===== config.mk =====
export PLATFORM = sky130hd
export DESIGN_NAME = dma_req_ctrl
export DESIGN_NICKNAME = d
export VERILOG_FILES = /design/src/rtl/dmarq_pkg.sv /design/src/rtl/dmarq_level_cmp.sv /design/src/rtl/dmarq_burst_timer.sv /design/src/rtl/dmarq_swap.sv /design/src/rtl/dma_req_ctrl.sv
export SDC_FILE = /design/constraint.sdc
export NUM_CORES = 1
export LEC_CHECK = 0
export BUFFER_PORTS_ARGS = -buffer_cell sky130_fd_sc_hd__clkbuf_2
export CAP_MARGIN = 5
export CORE_MARGIN = 4
export CORE_UTILIZATION = 50
export CTS_CLUSTER_DIAMETER = 120
export DETAILED_ROUTE_END_ITERATION = 7
export PLACE_DENSITY = 0.74
export SYNTH_ARGS = -nofsm -noshare
export SYNTH_HDL_FRONTEND = slang
export SYNTH_HIERARCHICAL = 1
export SYNTH_SLANG_ARGS = --single-unit

===== constraint.sdc =====
create_clock -name clk -period 1.8 [get_ports clk]
set_input_delay 0.27 -clock clk [delete_from_list [all_inputs] [get_ports clk]]
set_output_delay 0.27 -clock clk [all_outputs]
set_load 0.03 [all_outputs]

===== src/rtl/dmarq_pkg.sv =====
package dmarq_pkg;

  localparam int unsigned DIR_TX = 0;
  localparam int unsigned DIR_RX = 1;

  // level strictly below a threshold (transmit style)
  function automatic logic lvl_below(input logic [15:0] lvl, input logic [15:0] th);
    return lvl < th;
  endfunction

  // level at or above a threshold (receive style)
  function automatic logic lvl_reached(input logic [15:0] lvl, input logic [15:0] th);
    return lvl >= th;
  endfunction

  // threshold picked by the select bit
  function automatic logic [15:0] pick_thr(input logic sel, input int unsigned lo,
                                           input int unsigned hi);
    return sel ? 16'(hi) : 16'(lo);
  endfunction

  // sticky request: set wins, otherwise hold until the clear flag
  function automatic logic hold_next(input logic held, input logic set, input logic clr);
    return set | (held & ~clr);
  endfunction

endpackage


===== src/rtl/dmarq_level_cmp.sv =====
module dmarq_level_cmp
  import dmarq_pkg::*;
#(
  parameter int unsigned LVL_W  = 5,
  parameter int unsigned TH_LO  = 1,
  parameter int unsigned TH_HI  = 8,
  parameter bit          BELOW  = 1'b1
) (
  input  logic             thr_sel,
  input  logic [LVL_W-1:0] level,
  output logic             hit
);

  logic [15:0] thr;
  logic [15:0] lvl_ext;

  always_comb begin
    thr     = pick_thr(thr_sel, TH_LO, TH_HI);
    lvl_ext = 16'(level);
  end

  generate
    if (BELOW) begin : g_below
      assign hit = lvl_below(lvl_ext, thr);
    end else begin : g_reached
      assign hit = lvl_reached(lvl_ext, thr);
    end
  endgenerate

endmodule


===== src/rtl/dmarq_burst_timer.sv =====
module dmarq_burst_timer #(
  parameter int unsigned BURST_CYC = 1050
) (
  input  logic clk,
  input  logic rst_n,
  input  logic port_en,
  input  logic fair_sel,
  input  logic active,
  output logic cut
);

  localparam int unsigned CW  = $clog2(BURST_CYC + 1);
  localparam logic [CW-1:0] LAST = CW'(BURST_CYC - 1);

  logic [CW-1:0] cnt_q;
  logic          counting;

  assign counting = port_en & ~fair_sel & active;
  assign cut      = counting & (cnt_q == LAST);

  always_ff @(posedge clk or negedge rst_n) begin
    if (!rst_n) begin
      cnt_q <= '0;
    end else if (!counting || cut) begin
      cnt_q <= '0;
    end else begin
      cnt_q <= cnt_q + 1'b1;
    end
  end

  // the count never passes the limit
  a_r7_cnt_bound: assert property (@(posedge clk) disable iff (!rst_n)
    cnt_q <= LAST);

  // an idle cycle restarts the count
  a_r8_idle_clears: assert property (@(posedge clk) disable iff (!rst_n)
    !active |=> cnt_q == '0);

endmodule


===== src/rtl/dmarq_swap.sv =====
module dmarq_swap (
  input  logic swap_sel,
  input  logic tx_req,
  input  logic rx_req,
  output logic ch0_req,
  output logic ch1_req
);

  always_comb begin
    if (swap_sel) begin
      ch0_req = rx_req;
      ch1_req = tx_req;
    end else begin
      ch0_req = tx_req;
      ch1_req = rx_req;
    end
  end

endmodule


===== src/rtl/dma_req_ctrl.sv =====
module dma_req_ctrl
  import dmarq_pkg::*;
#(
  parameter int unsigned FIFO_DEPTH = 16,
  parameter int unsigned LVL_W      = $clog2(FIFO_DEPTH + 1),
  parameter int unsigned TX_TH_LO   = 1,
  parameter int unsigned TX_TH_HI   = 8,
  parameter int unsigned RX_TH_LO   = 4,
  parameter int unsigned RX_TH_HI   = 8,
  parameter int unsigned BURST_CYC  = 1050
) (
  input  logic             clk,
  input  logic             rst_n,
  input  logic             port_en,
  input  logic             thr_sel,
  input  logic             fair_sel,
  input  logic             swap_sel,
  input  logic [LVL_W-1:0] tx_level,
  input  logic [LVL_W-1:0] rx_level,
  input  logic             tx_full,
  input  logic             rx_empty,
  input  logic             rx_tmo,
  input  logic             dma0_ack,
  input  logic             dma1_ack,
  output logic             dma0_req,
  output logic             dma1_req
);

  localparam int unsigned NDIR = 2;

  logic [LVL_W-1:0] lvl   [NDIR];
  logic [NDIR-1:0]  hit;       // threshold condition per direction
  logic [NDIR-1:0]  set;       // condition raising a request
  logic [NDIR-1:0]  done;      // FIFO full (tx) / empty (rx)
  logic [NDIR-1:0]  hold_q;
  logic [NDIR-1:0]  want;
  logic [NDIR-1:0]  req_q;
  logic             active;
  logic             cut;

  assign lvl[DIR_TX]  = tx_level;
  assign lvl[DIR_RX]  = rx_level;
  assign done[DIR_TX] = tx_full;
  assign done[DIR_RX] = rx_empty;
  assign set[DIR_TX]  = hit[DIR_TX];
  assign set[DIR_RX]  = hit[DIR_RX] | rx_tmo;

  generate
    for (genvar g = 0; g < NDIR; g++) begin : g_dir
      localparam int unsigned TL = (g == DIR_TX) ? TX_TH_LO : RX_TH_LO;
      localparam int unsigned TH = (g == DIR_TX) ? TX_TH_HI : RX_TH_HI;

      dmarq_level_cmp #(
        .LVL_W (LVL_W),
        .TH_LO (TL),
        .TH_HI (TH),
        .BELOW (g == DIR_TX)
      ) u_cmp (
        .thr_sel (thr_sel),
        .level   (lvl[g]),
        .hit     (hit[g])
      );

      always_comb begin
        if (fair_sel) want[g] = hold_next(hold_q[g], set[g], done[g]);
        else          want[g] = set[g];
      end

      always_ff @(posedge clk or negedge rst_n) begin
        if (!rst_n) begin
          hold_q[g] <= 1'b0;
          req_q[g]  <= 1'b0;
        end else begin
          hold_q[g] <= port_en & hold_next(hold_q[g], set[g], done[g]);
          req_q[g]  <= port_en & want[g] & ~cut;
        end
      end

      // condition at an enabled edge raises the request
      a_r3_set_raises: assert property (@(posedge clk) disable iff (!rst_n)
        port_en && set[g] && !cut |=> req_q[g]);

      // hold policy drops the request on the full / empty flag
      a_r6_done_drops: assert property (@(posedge clk) disable iff (!rst_n)
        fair_sel && done[g] && !set[g] |=> !req_q[g]);

      // demand policy drops the request once the condition is gone
      a_r5_demand_drops: assert property (@(posedge clk) disable iff (!rst_n)
        !fair_sel && !set[g] |=> !req_q[g]);
    end
  endgenerate

  assign active = (|req_q) | dma0_ack | dma1_ack;

  dmarq_burst_timer #(
    .BURST_CYC (BURST_CYC)
  ) u_timer (
    .clk      (clk),
    .rst_n    (rst_n),
    .port_en  (port_en),
    .fair_sel (fair_sel),
    .active   (active),
    .cut      (cut)
  );

  dmarq_swap u_swap (
    .swap_sel (swap_sel),
    .tx_req   (req_q[DIR_TX]),
    .rx_req   (req_q[DIR_RX]),
    .ch0_req  (dma0_req),
    .ch1_req  (dma1_req)
  );

  // disabled port drives no request
  a_r1_off_when_disabled: assert property (@(posedge clk) disable iff (!rst_n)
    !port_en |=> !dma0_req && !dma1_req);

  // a burst cut leaves both channels quiet for a cycle
  a_r7_cut_quiet: assert property (@(posedge clk) disable iff (!rst_n)
    cut |=> !dma0_req && !dma1_req);

  // hold policy is never cut
  a_r8_no_cut_in_hold: assert property (@(posedge clk) disable iff (!rst_n)
    fair_sel |-> !cut);

endmodule


==> Word-level counts from Yosys, hierarchy flattened <==
Cells that the tools add are included.
{ "word_totals": {"regBits": 15, "word_cells": 39, "mem_bits_ro": 0, "out_inout_bits": 2, "mem_count": 0, "latchBits": 0, "ramBits": 0, "input_bits": 21} }
{ "op_classes": {"div_mod_pow": 0, "add_sub_neg": 1, "magnitude_cmp": 2, "muxes": 7, "n_eq_ne": 1, "n_reduce_logical": 3, "bitwise_logic": 20, "mul": 0, "shifts": 0} }
{ "ops": {"columns": ["cell", "n"], "rows": [
  ["$ge 5x16->1", 1],
  ["$lt 5x16->1", 1],
  ["$add 11x1->11 const B", 1],
  ["$and 1x1->1", 11],
  ["$eq 11x11->1 const B", 1],
  ["$mux 11", 1],
  ["$mux 4", 2],
  ["$or 1x1->1", 5],
  ["$mux 1", 4],
  ["$not 1->1", 4],
  ["$reduce_or 2->1", 1],
  ["$logic_not 1->1", 1],
  ["$logic_or 1x1->1", 1]
]} }

==> Logic depth before layout (Yosys ltp) <==
Gate-level depths: netlist (run 1).
{ "depth": {"ltp_word": 7, "mapped_depth": 6, "mapped_depth_nobuf": 6} }

==> By module <==
The synthesis (run 1) kept the hierarchy.
{ "by_module_without_submodules": {"columns": ["mod", "n_inst", "cells_each", "area_per_inst_um2"], "rows": [
  ["dmarq_burst_timer", 1, 56, 588.1],
  ["dma_req_ctrl", 1, 16, 173.9],
  ["dmarq_level_cmp (g_dir[1].u_cmp)", 1, 7, 56.3],
  ["dmarq_level_cmp (g_dir[0].u_cmp)", 1, 4, 36.3],
  ["dmarq_swap", 1, 2, 22.5]
]} }

==> Least setup slack after synthesis (run 1) <==
No wires, ideal clock.
{ "synth_timing": {"path_kind": "reg2reg", "start": "register req_q[1]", "end": "register req_q[0]", "t_required_ns": 1.723, "path_slack_ns": 0.275, "setup_time_ns": 0.077, "path_stages_with_launch": 6, "period_less_slack_ns": 1.525, "t_arrival_ns": 1.448, "cell_sequence": "dfrtp_1 or4_1 and3b_1 nor4b_1 nand2b_1 a21oi_1"} }
{ "synth_between": {"elab_chain_len": 7} }
{ "synth_rtl": {"columns": ["item", "line_no", "source"], "rows": [
  ["start: declaration", "dma_req_ctrl.sv:37", "logic [NDIR-1:0] req_q;"],
  ["start signal: indexed assignment", "dma_req_ctrl.sv:75", "req_q[g] <= port_en & want[g] & ~cut;"],
  ["$reduce_or 2->1", "dma_req_ctrl.sv:93", "assign active = (|req_q) | dma0_ack | dma1_ack;"],
  ["$or 1x1->1 (2 in a row)", "dma_req_ctrl.sv:93", null],
  ["via active", "dma_req_ctrl.sv:38", "logic active;"],
  ["$and 1x1->1", "dmarq_burst_timer.sv:18", "assign counting = port_en & ~fair_sel & active;"],
  ["$and 1x1->1", "dmarq_burst_timer.sv:19", "assign cut = counting & (cnt_q == LAST);"],
  ["via cut", "dma_req_ctrl.sv:39", "logic cut;"],
  ["$not 1->1", "dma_req_ctrl.sv:75", null],
  ["$and 1x1->1", "dma_req_ctrl.sv:75", null]
]} }
The timed path passes the listed nets, and every way through them passes these cells.

==> Final worst setup path (run 1) <==
Ends and elaborated chain as after synthesis.

==> run metrics, run 1 <==
outcome finished, final reports clean; die height 49.88 um; CP Data Required Time 2.00 ns; post-synthesis mux area share 2.568%; Worst Path Max Fanout 3; CTS H-tree lvls 1; Post-layout nets 140; post-synthesis register bit count 15; Startpoint Class flip-flop; 1st-iter DRT viols 17; full die area 2488 um2; drt pass-1 iters 4; root buf cell clkbuf_4; GP Congestion 0.8239; CTS tree yes; max_cap viols 0; minimum clock period 1.648 ns; Tcrit/Tclk final 91.58%; Final Total Pwr 0.6201 mW; power density over the cells 592.2 nW/um2; clock skew 0.001020 ns; ys async rst share 100.0%; Synth Area in Simple Gates 26.68%; cells after synthesis 85; Hold Vio Cnt, Final 0; Wirelength per Cell 12.95 um; most frequent cells in the layout clkbuf_2, dfrtp_1, a21oi_1; CP Class flip-flop to flip-flop; DRC 0; most common cell after layout, fill and taps aside clkbuf_2; count of pins over their slew limit 0; DIE WIDTH 49.88 um; DRT Wirelength 1671 um; Total GRT Usage 15.16%; Worst slew margin 75.18%; I/O pin cnt 23; share of the yosys chip area belonging to registers 42.80%; worst-case clock buffer depth 2; Post-Place Worst Slack 0.1189 ns; CORE AREA 1577 um2; max frequency 0.6067 GHz; worst hold path type primary input to flip-flop; global route total overflow 0; Top FF cell, synth dfrtp_1; CTS buffer count 3; Synth Area in XOR/XNOR 2.996%; HPWL Detailed 1334 um; number of I/O port buffers 22; cell area after layout 1047 um2; initial antenna violation count 0; post_cts resized 0; DP Area 1011 um2; number of enable flip-flop cells after synthesis 0; Final Util 66.43%; actual slew at the worst max-slew pin 0.3724 ns; Critical Path AT 1.85 ns; Synth Area per Inst 10.32 um2; RSZ-0062 raised after global routing false; Via Count 721; critical path capture point type flip-flop; largest net degree at the start of global routing 16; Area Growth Syn to Fin 19.40%; Clock Sinks 15; Final Setup Violations 0; Synthesized Nets 111; Post-CTS Setup Bufs 0; Lkg Pwr 0.4713 nW; Yosys cell types 30; area of the multi-input gates 471.7 um2; ANT cells 0; ANT nets after route 0; area fraction in compound gates after synthesis 14.41%; PnR worst setup slack 0.1516 ns; vias in the first global route 657; post-synthesis adder-cell area fraction 7.133%; initial core utilization 55.63%; first-pass GRT wire length 2877 um; share of cells above drive strength 1 31.86%; Synth Cell Area 877.1 um2; setup_tns 0 ns; YS warnings 6; CTS clk-pin slew, worst paths 0.08 ns; flip-flop and latch area 375.4 um2; Synth area leaders dfrtp_1, ha_1, or4_1, a21oi_1, mux2_2; area leader, netlist dfrtp_1; later-pin clock latency in the skew report 0.27 ns; main combinational cell family by area after synthesis simple AND/OR/NAND/NOR gates; VDD IR-drop max 0.0004724 V; Vias per Instance 5.589; Std-Cell Rows 14; Synth top area share 42.80%; # fillers 134
==> through the flow <==
step | std cells | hold WS (ns)
2_1_floorplan | 85 | -0.02559
3_3_place_gp | 124 | 0.2042
3_5_place_dp | 124 | 0.2045
4_1_cts | 129 | 0.2474
5_1_grt | 129 | 0.2553
6_report | 129 | 0.2620
==> critical path, stage by stage, from the launching register on <==
cell      delay, ns
dfrtp_1        0.40
or4_1          0.53
and3b_1        0.23
nor4b_1        0.14
nand2b_1       0.16
a21oi_1        0.12
==> power breakdown <==
part / internal, mW / switching (mW) / total [mW]
Combinational: 0.0449 / 0.0439 / 0.0888
Sequential: 0.345 / 0.00572 / 0.350
Clock: 0.0858 / 0.0952 / 0.181
==> what timing repair did <==
action,CTS,global route
hold endpoints to repair,15,0
endpoints found under the setup margin,0,0
hold buffers,1,0
==> area by class of cell <==
class	count	area share (%)
tap	16	1.912
sequential	15	35.84
multi-input combinational	64	45.04
inverter	5	1.792
clock buffer	4	2.509
timing repair buffer	25	12.90
==> cells in the mapped netlist, types with 2 or more instances <==
| master | instances |
|---|---|
| dfrtp_1 | 15 |
| a21oi_1 | 8 |
| nor2_1 | 6 |
| or4_1 | 6 |
| ha_1 | 5 |
| inv_1 | 5 |
| nand2_1 | 3 |
| nand2b_1 | 3 |
| nand3_1 | 3 |
| o21ai_0 | 3 |
| o31ai_1 | 3 |
| a21boi_0 | 2 |
| mux2_2 | 2 |
| nand3b_1 | 2 |
| nand4_1 | 2 |
| or3_2 | 2 |
| xor2_1 | 2 |
==> cells by family after synthesis <==
logic type	Yosys count
AOI/OAI and AO/OA	18
xor gates and xnor gates	3
adders and majority gates	5
buffers and inverters	6
DFF	15
muxes	2
and+or+nand+nor	36
==> path summary, 6_finish.rpt <==
check | from | end | slack (ns) | depth (start not counted)
min in group asynchronous | rst_n | hold_q[0] | 0.44 | 2
setup / recovery | req_q[1] | req_q[0] | 0.15 | 5
hold reg to reg | u_timer/cnt_q[0] | u_timer/cnt_q[0] | 0.50 | 1
setup reg to reg | req_q[1] | req_q[0] | 0.15 | 5
max in group asynchronous | rst_n | u_timer/cnt_q[1] | 1.09 | 2
hold / removal | port_en | hold_q[0] | 0.26 | 2
==> sequential cells by signal, summed over array words and instances, names as in the netlist <==
| register | cells |
|---|---|
| hold_q | 2 |
| req_q | 2 |
| u_timer/cnt_q | 11 |
==> metal layers <==
layer / wire (um) / GRT usage [%]
met1: 790 / 19.92
met2: 780 / 23.13
met3: 83 / 5.723
met4: 16 / 4.147
met5: 0 / 0
Power figures use the tool's default switching activity.
==> run 2: changes to the inputs <==
--- a/config.mk
+++ b/config.mk
@@ -5,13 +5,14 @@
 export SDC_FILE = /design/constraint.sdc
 export NUM_CORES = 1
 export LEC_CHECK = 0
+export ABC_AREA = 1
 export BUFFER_PORTS_ARGS = -buffer_cell sky130_fd_sc_hd__clkbuf_2
 export CAP_MARGIN = 5
 export CORE_MARGIN = 4
-export CORE_UTILIZATION = 50
+export CORE_UTILIZATION = 52
 export CTS_CLUSTER_DIAMETER = 120
 export DETAILED_ROUTE_END_ITERATION = 7
-export PLACE_DENSITY = 0.74
+export PLACE_DENSITY = 0.75
 export SYNTH_ARGS = -nofsm -noshare
 export SYNTH_HDL_FRONTEND = slang
 export SYNTH_HIERARCHICAL = 1
==> run 2 against run 1 <==
Effect of this change: largest power group unchanged; wire length up 9.5%; combinational power is 14% higher; core utilization shrank 0.33 points; sequential share of layout area shrank 3.7 points; critical endpoint unchanged; non-clock buffer count fell by 2; flip-flop and latch count stayed put; die area grew 7.0%; largest cell class unchanged; clock skew up 0.0031 ns.
==> run metrics, run 2 <==
outcome finished, final reports clean; initial core utilization 56.03% (+0.39 points); 1st-iter DRT viols 8 (-9); most common cell after layout, fill and taps aside nand2_1; Startpoint Class flip-flop; share of cells above drive strength 1 21.18% (-11 points); number of enable flip-flop cells after synthesis 0 (unchanged); max frequency 0.6842 GHz (+13%); clock skew 0.004151 ns (+0.003132 ns); Synth Cell Area 988.4 um2 (+13%); Wirelength per Cell 9.385 um (-28%); CORE AREA 1764 um2 (+12%); number of I/O port buffers 22 (unchanged); post_cts resized 0 (unchanged); global route total overflow 0 (unchanged); GP Congestion 0.8477 (+2.9%); Total GRT Usage 16.28% (+1.1 points); drt pass-1 iters 4 (unchanged); cell with the most instances after synthesis nand2_1; crit-path cells inv_1 > ha_1 > inv_1 > nor2_1 > nand3_2 > nor3_1 > nor2_4 > nand2_1 > nor2_1; critical path capture point type flip-flop; Final Setup Violations 0 (unchanged); CTS hold repair buffers 1 (unchanged); ANT cells 0 (unchanged); count of pins over their slew limit 0 (unchanged); Critical Path AT 1.63 ns (-0.22 ns); ANT nets after route 0 (unchanged); CP max stage cell dfrtp_1; actual slew at the worst max-slew pin 0.3661 ns (-0.006214 ns); CTS buffer count 3 (unchanged); highest metal used met4; full die area 2663 um2 (+7.0%); Synth Area per Inst 6.912 um2 (-33%); CP Class flip-flop to flip-flop; max reg flops 11 (unchanged); Most flops, register u_timer/cnt_q; Buf/Inv on CP 2 (+2); area leader, netlist dfrtp_1; most frequent cells in the layout nand2_1, nor2_1, inv_1; post-synthesis register bit count 15 (unchanged); Synth Area in Simple Gates 39.62% (+13 points); max_cap viols 0 (unchanged); YS warnings 6 (unchanged); crit-path max cell delay 0.41 ns (-0.12 ns); synth cell count leaders nand2_1, nor2_1, inv_1; M1 WL 855 um (+8.2%); I/O pin cnt 23 (unchanged); Top FF cell, synth dfrtp_1; Worst Path Max Fanout 3 (unchanged); HPWL Detailed 1530 um (+15%); CTS H-tree lvls 1 (unchanged); Post-CTS Setup Bufs 0 (unchanged); WL met2 904 um (+16%); CP top delay family simple AND/OR/NAND/NOR gates; Synthesized Nets 169 (+52%); Synth Area in XOR/XNOR 3.544% (+0.55 points); Hold Vio Cnt, Final 0 (unchanged); CTS tree yes; Lkg Pwr 0.6288 nW (+33%); Synth top area share 37.97% (-4.8 points); Worst slew margin 75.59% (+0.41 points); DIE WIDTH 51.60 um (+3.4%); main combinational cell family by area after synthesis simple AND/OR/NAND/NOR gates; die height 51.60 um (+3.4%); Synth area leaders dfrtp_1, nand2_1, nor2_1, inv_1, ha_1; first-pass GRT wire length 3367 um (+17%); Area Growth Syn to Fin 17.97%; minimum clock period 1.462 ns (-0.1868 ns); post-synthesis adder-cell area fraction 6.329% (-0.80 points); Std-Cell Rows 15 (+1); Clock Sinks 15 (unchanged); Tcrit/Tclk final 81.20% (-10 points); DRC 0 (unchanged); power density over the cells 542.9 nW/um2 (-8.3%); root buf cell clkbuf_4; later-pin clock latency in the skew report 0.27 ns (about the same); post-synthesis mux area share 0% (-2.6 points); setup_tns 0 ns (unchanged); area fraction in compound gates after synthesis 1.899% (-13 points); ys async rst share 100.0% (unchanged); Vias per Instance 4.554 (-19%); cells after synthesis 143 (+68%); share of the yosys chip area belonging to registers 37.97% (-4.8 points); RSZ-0062 raised after global routing false; worst hold path type primary input to flip-flop; VDD IR-drop max 0.0005271 V (+12%); final hold slack 0.2567 ns (-0.005294 ns); Via Count 888 (+23%); Yosys cell types 19 (-37%); DRT Wirelength 1830 um (+9.5%); Post-layout nets 197 (+41%); DR WL met3 54 um (-35%); largest registers u_timer/cnt_q x11, hold_q x2, req_q x2; CTS clk-pin slew, worst paths 0.09 ns (about the same); initial antenna violation count 0 (unchanged); CP Data Required Time 1.96 ns (-0.04 ns); worst-case clock buffer depth 2 (unchanged); vias in the first global route 858 (+31%); largest net degree at the start of global routing 16 (unchanged)
==> run 2: cell types whose count changed in the layout (fill, tap and decap cells not counted), sizes merged, moves of 4 or more <==
cell / change
nand3: +4
o31ai: -4
or4: -6
a21oi: -5
inv: +22
nand2: +38
nor2: +30
==> run 2: tightest hold or removal path: stages <==
cell,delay [ns]
clkbuf_2,0.09
inv_2,0.08
nor2_1,0.05
==> run 2: logic make-up (layout without fill, tap and decap cells) <==
logic type	after synthesis	in the layout
XOR/XNOR	4	4
flip-flops	15	15
AO/OA/AOI/OAI	3	3
adder cells (fa/ha/maj)	5	5
AND/OR/NAND/NOR	88	88
buffers and inverters	28	55
==> run 2: layer usage <==
layer / global-route usage [%] / up-vias
li1: - / 477
met1: 20.76 / 392
met2: 28.60 / 17
met3: 3.438 / 2
met4: 2.620 / 0
met5: 0 / -
==> run 2: area by class of cell <==
| type | count | area (um2) |
|---|---|---|
| tap | 25 | 31.28 |
| multi-input combinational | 100 | 508.0 |
| sequential | 15 | 375.4 |
| timing repair buffer | 23 | 120.1 |
| clock buffer | 4 | 26.28 |
| fill | 179 | 598.1 |
| inverter | 28 | 105.1 |
==> run 2: where the power goes <==
group	internal (mW)	total (mW)	switching (mW)	leakage (nW)
Sequential	0.344	0.350	0.00530	0.204
Combinational	0.0416	0.101	0.0589	0.410
Clock	0.0856	0.183	0.0971	0.0150
==> run 2: worst paths after layout <==
kind | start | to | slack (ns) | cells past startpoint
max in group asynchronous | rst_n | u_timer/cnt_q[8] | 1.09 | 2
max | u_timer/cnt_q[1] | req_q[0] | 0.34 | 9
min | port_en | hold_q[0] | 0.26 | 3
max reg2reg | u_timer/cnt_q[1] | req_q[0] | 0.34 | 9
min in group asynchronous | rst_n | hold_q[1] | 0.44 | 2
min reg2reg | hold_q[0] | hold_q[0] | 0.53 | 2
==> run 2: metrics by stage <==
stage,cell area [um2],instances,utilization [%],total power [mW],worst slack [ns]
detailed placement,1130,190,64.04,0.4569,0.3635
CTS,1166,195,66.10,0.6464,0.3162
finish,1166,195,66.10,0.6330,0.3384
floorplan,988.4,143,-,0.4129,0.4317
global placement,1130,190,64.04,0.4525,0.3863
global route,1166,195,66.10,0.6756,0.2025
==> run 3: changes to the inputs <==
--- a/config.mk
+++ b/config.mk
@@ -5,14 +5,14 @@
 export SDC_FILE = /design/constraint.sdc
 export NUM_CORES = 1
 export LEC_CHECK = 0
-export ABC_AREA = 1
+export ABC_AREA = 0
 export BUFFER_PORTS_ARGS = -buffer_cell sky130_fd_sc_hd__clkbuf_2
 export CAP_MARGIN = 5
 export CORE_MARGIN = 4
-export CORE_UTILIZATION = 52
+export CORE_UTILIZATION = 45
 export CTS_CLUSTER_DIAMETER = 120
 export DETAILED_ROUTE_END_ITERATION = 7
-export PLACE_DENSITY = 0.75
+export PLACE_DENSITY = 0.7
 export SYNTH_ARGS = -nofsm -noshare
 export SYNTH_HDL_FRONTEND = slang
 export SYNTH_HIERARCHICAL = 1
==> constraint.sdc (replaced) <==
create_clock -name clk -period 1.2 [get_ports clk]
set_input_delay 0.18 -clock clk [delete_from_list [all_inputs] [get_ports clk]]
set_output_delay 0.18 -clock clk [all_outputs]
set_load 0.03 [all_outputs]
==> run 3 against run 2 <==
Effect of this change: the run now ends with setup timing left; final cell count fell by 19%; first-iteration DRC count up 25%; total power increased by 60%.
==> run metrics, run 3 (same netlist as run 1, synthesis figures left out) <==
outcome finished with violations; violations in the final reports setup timing; drt pass-1 iters 4 (unchanged); max frequency 0.6079 GHz (-11%); Total GRT Usage 18.41% (+2.1 points); vias in the first global route 870 (+1.4%); number of I/O port buffers 22 (unchanged); initial antenna violation count 0 (unchanged); Via Count 809 (-8.9%); Startpoint Class flip-flop; DIE WIDTH 52.15 um (+1.1%); final hold slack 0.1592 ns (-0.09749 ns); Tcrit/Tclk final 137.1% (+56 points); ANT cells 0 (unchanged); Worst Path Max Fanout 6 (+3); count of pins over their slew limit 0 (unchanged); ANT nets after route 0 (unchanged); actual slew at the worst max-slew pin 0.3760 ns (+0.009849 ns); root buf cell clkbuf_4; HPWL Detailed 1608 um (+5.1%); crit-path max cell delay 0.49 ns (+0.08 ns); share of cells above drive strength 1 47.73% (+27 points); worst hold path type primary input to flip-flop; Worst slew margin 74.93% (-0.66 points); initial core utilization 49.19% (-6.8 points); cell area after layout 1296 um2 (+11%); Clock Sinks 15 (unchanged); Post-layout nets 159 (-19%); CTS H-tree lvls 1 (unchanged); max_cap viols 0 (unchanged); first-pass GRT wire length 3663 um (+8.8%); Critical Path AT 1.81 ns (+0.18 ns); DRT Wirelength 2069 um (+13%); CP max stage cell or4b_4; 1st-iter DRT viols 10 (+2); Wirelength per Cell 13.18 um (+40%); GP Congestion 0.8058 (-4.9%); most frequent cells in the layout buf_4, clkbuf_2, dfrtp_1; largest registers u_timer/cnt_q x11, hold_q x2, req_q x2; global route total overflow 0 (unchanged); max reg flops 11 (unchanged); DP Area 1177 um2 (+4.2%); minimum clock period 1.645 ns (+0.1835 ns); Lkg Pwr 0.5886 nW (-6.4%); critical path capture point type flip-flop; crit-path cells inv_1 > ha_1 > or4b_4 > o31ai_4 > buf_4 > nor2_1; CTS clk-pin slew, worst paths 0.09 ns (about the same); Most flops, register u_timer/cnt_q; CP Data Required Time 1.37 ns (-0.59 ns); I/O pin cnt 23 (unchanged); clock skew 0.003409 ns (-0.0007426 ns); later-pin clock latency in the skew report 0.28 ns (about the same); CTS tree yes; power density over the cells 779.6 nW/um2 (+44%); Std-Cell Rows 15 (unchanged); largest net degree at the start of global routing 16 (unchanged); CORE AREA 1783 um2 (+1.1%); CTS buffer count 3 (unchanged); Final Total Pwr 1.011 mW (+60%); CP Class flip-flop to flip-flop; Hold Vio Cnt, Final 0 (unchanged); worst-case clock buffer depth 2 (unchanged); die height 52.15 um (+1.1%); VDD IR-drop max 0.0005876 V (+11%); Vias per Instance 5.153 (+13%); full die area 2720 um2 (+2.1%); Area Growth Syn to Fin 47.79%; # fillers 136 (-24%); PnR worst setup slack -0.4451 ns (-0.7835 ns); RSZ-0062 raised after global routing true; Final Setup Violations 15 (+15); DRC 0 (unchanged)
## run 3: cell count changes in the layout (fill, tap and decap cells not counted), sizes merged, moves of 5 or more
cell	previous run	this run
nand2	41	3
nor2	36	6
buf	0	24
inv	27	5
or4	0	6
a21oi	3	8
## run 3: path summary, 6_finish.rpt
check	from	slack [ns]	to	depth (start not counted)
max	u_timer/cnt_q[1]	-0.45	u_timer/cnt_q[4]	6
min	rx_empty	0.16	req_q[1]	3
max reg2reg	u_timer/cnt_q[1]	-0.45	u_timer/cnt_q[4]	6
min reg2reg	u_timer/cnt_q[0]	0.55	u_timer/cnt_q[0]	2
max in group asynchronous	rst_n	0.57	u_timer/cnt_q[4]	2
min in group asynchronous	rst_n	0.36	u_timer/cnt_q[6]	2
## run 3: worst max-delay path: cells and delay by family, from the launching register on
| family | cells | cell delay [ns] |
|---|---|---|
| adder cells (fa/ha/maj) | 1 | 0.12 |
| flip-flops | 1 | 0.40 |
| buffers and inverters | 2 | 0.25 |
| AND/OR/NAND/NOR | 2 | 0.55 |
| AO/OA/AOI/OAI | 1 | 0.21 |
## run 3: through the flow
step                      worst slack [ns]  utilization, %  TNS, ns  std cells
after floorplan                    -0.3252               -   -4.135         85
after global placement             -0.4327           66.04   -5.188        151
after detailed placement           -0.4599           66.04   -5.872        151
after CTS                          -0.4483           72.14   -5.932        157
after global routing               -0.5360           72.70   -7.101        157
final                              -0.4451           72.70   -5.986        157
## run 3: power breakdown
group,leakage (nW),internal [mW],switching (mW)
Clock,0.0150,0.129,0.160
Sequential,0.204,0.517,0.00767
Combinational,0.370,0.110,0.0871
## run 3: final cells by class
type                       instances  area (um2)  area share, %
tap                               25       31.28          2.413
timing repair buffer              44       311.5          24.03
inverter                           5       26.28          2.027
sequential                        15       375.4          28.96
clock buffer                       4       26.28          2.027
multi-input combinational         64       525.5          40.54
## run 3: repair_timing
item                                    CTS  global route
setup buffers                             1             1
cloned                                    0             0
hold buffers                              1             0
pin swaps                                 2             3
endpoints found under the hold margin    15             0
resized for setup                        16             6
endpoints found under the setup margin   17            17
## run 3: metal layers
metal,global-route usage (%),share of wire [%],up-vias
li1,-,-,410
met1,22.42,44,381
met5,0,0,-
met3,1.719,2.5,2
met2,32.85,52,16
met4,7.660,1.3,0
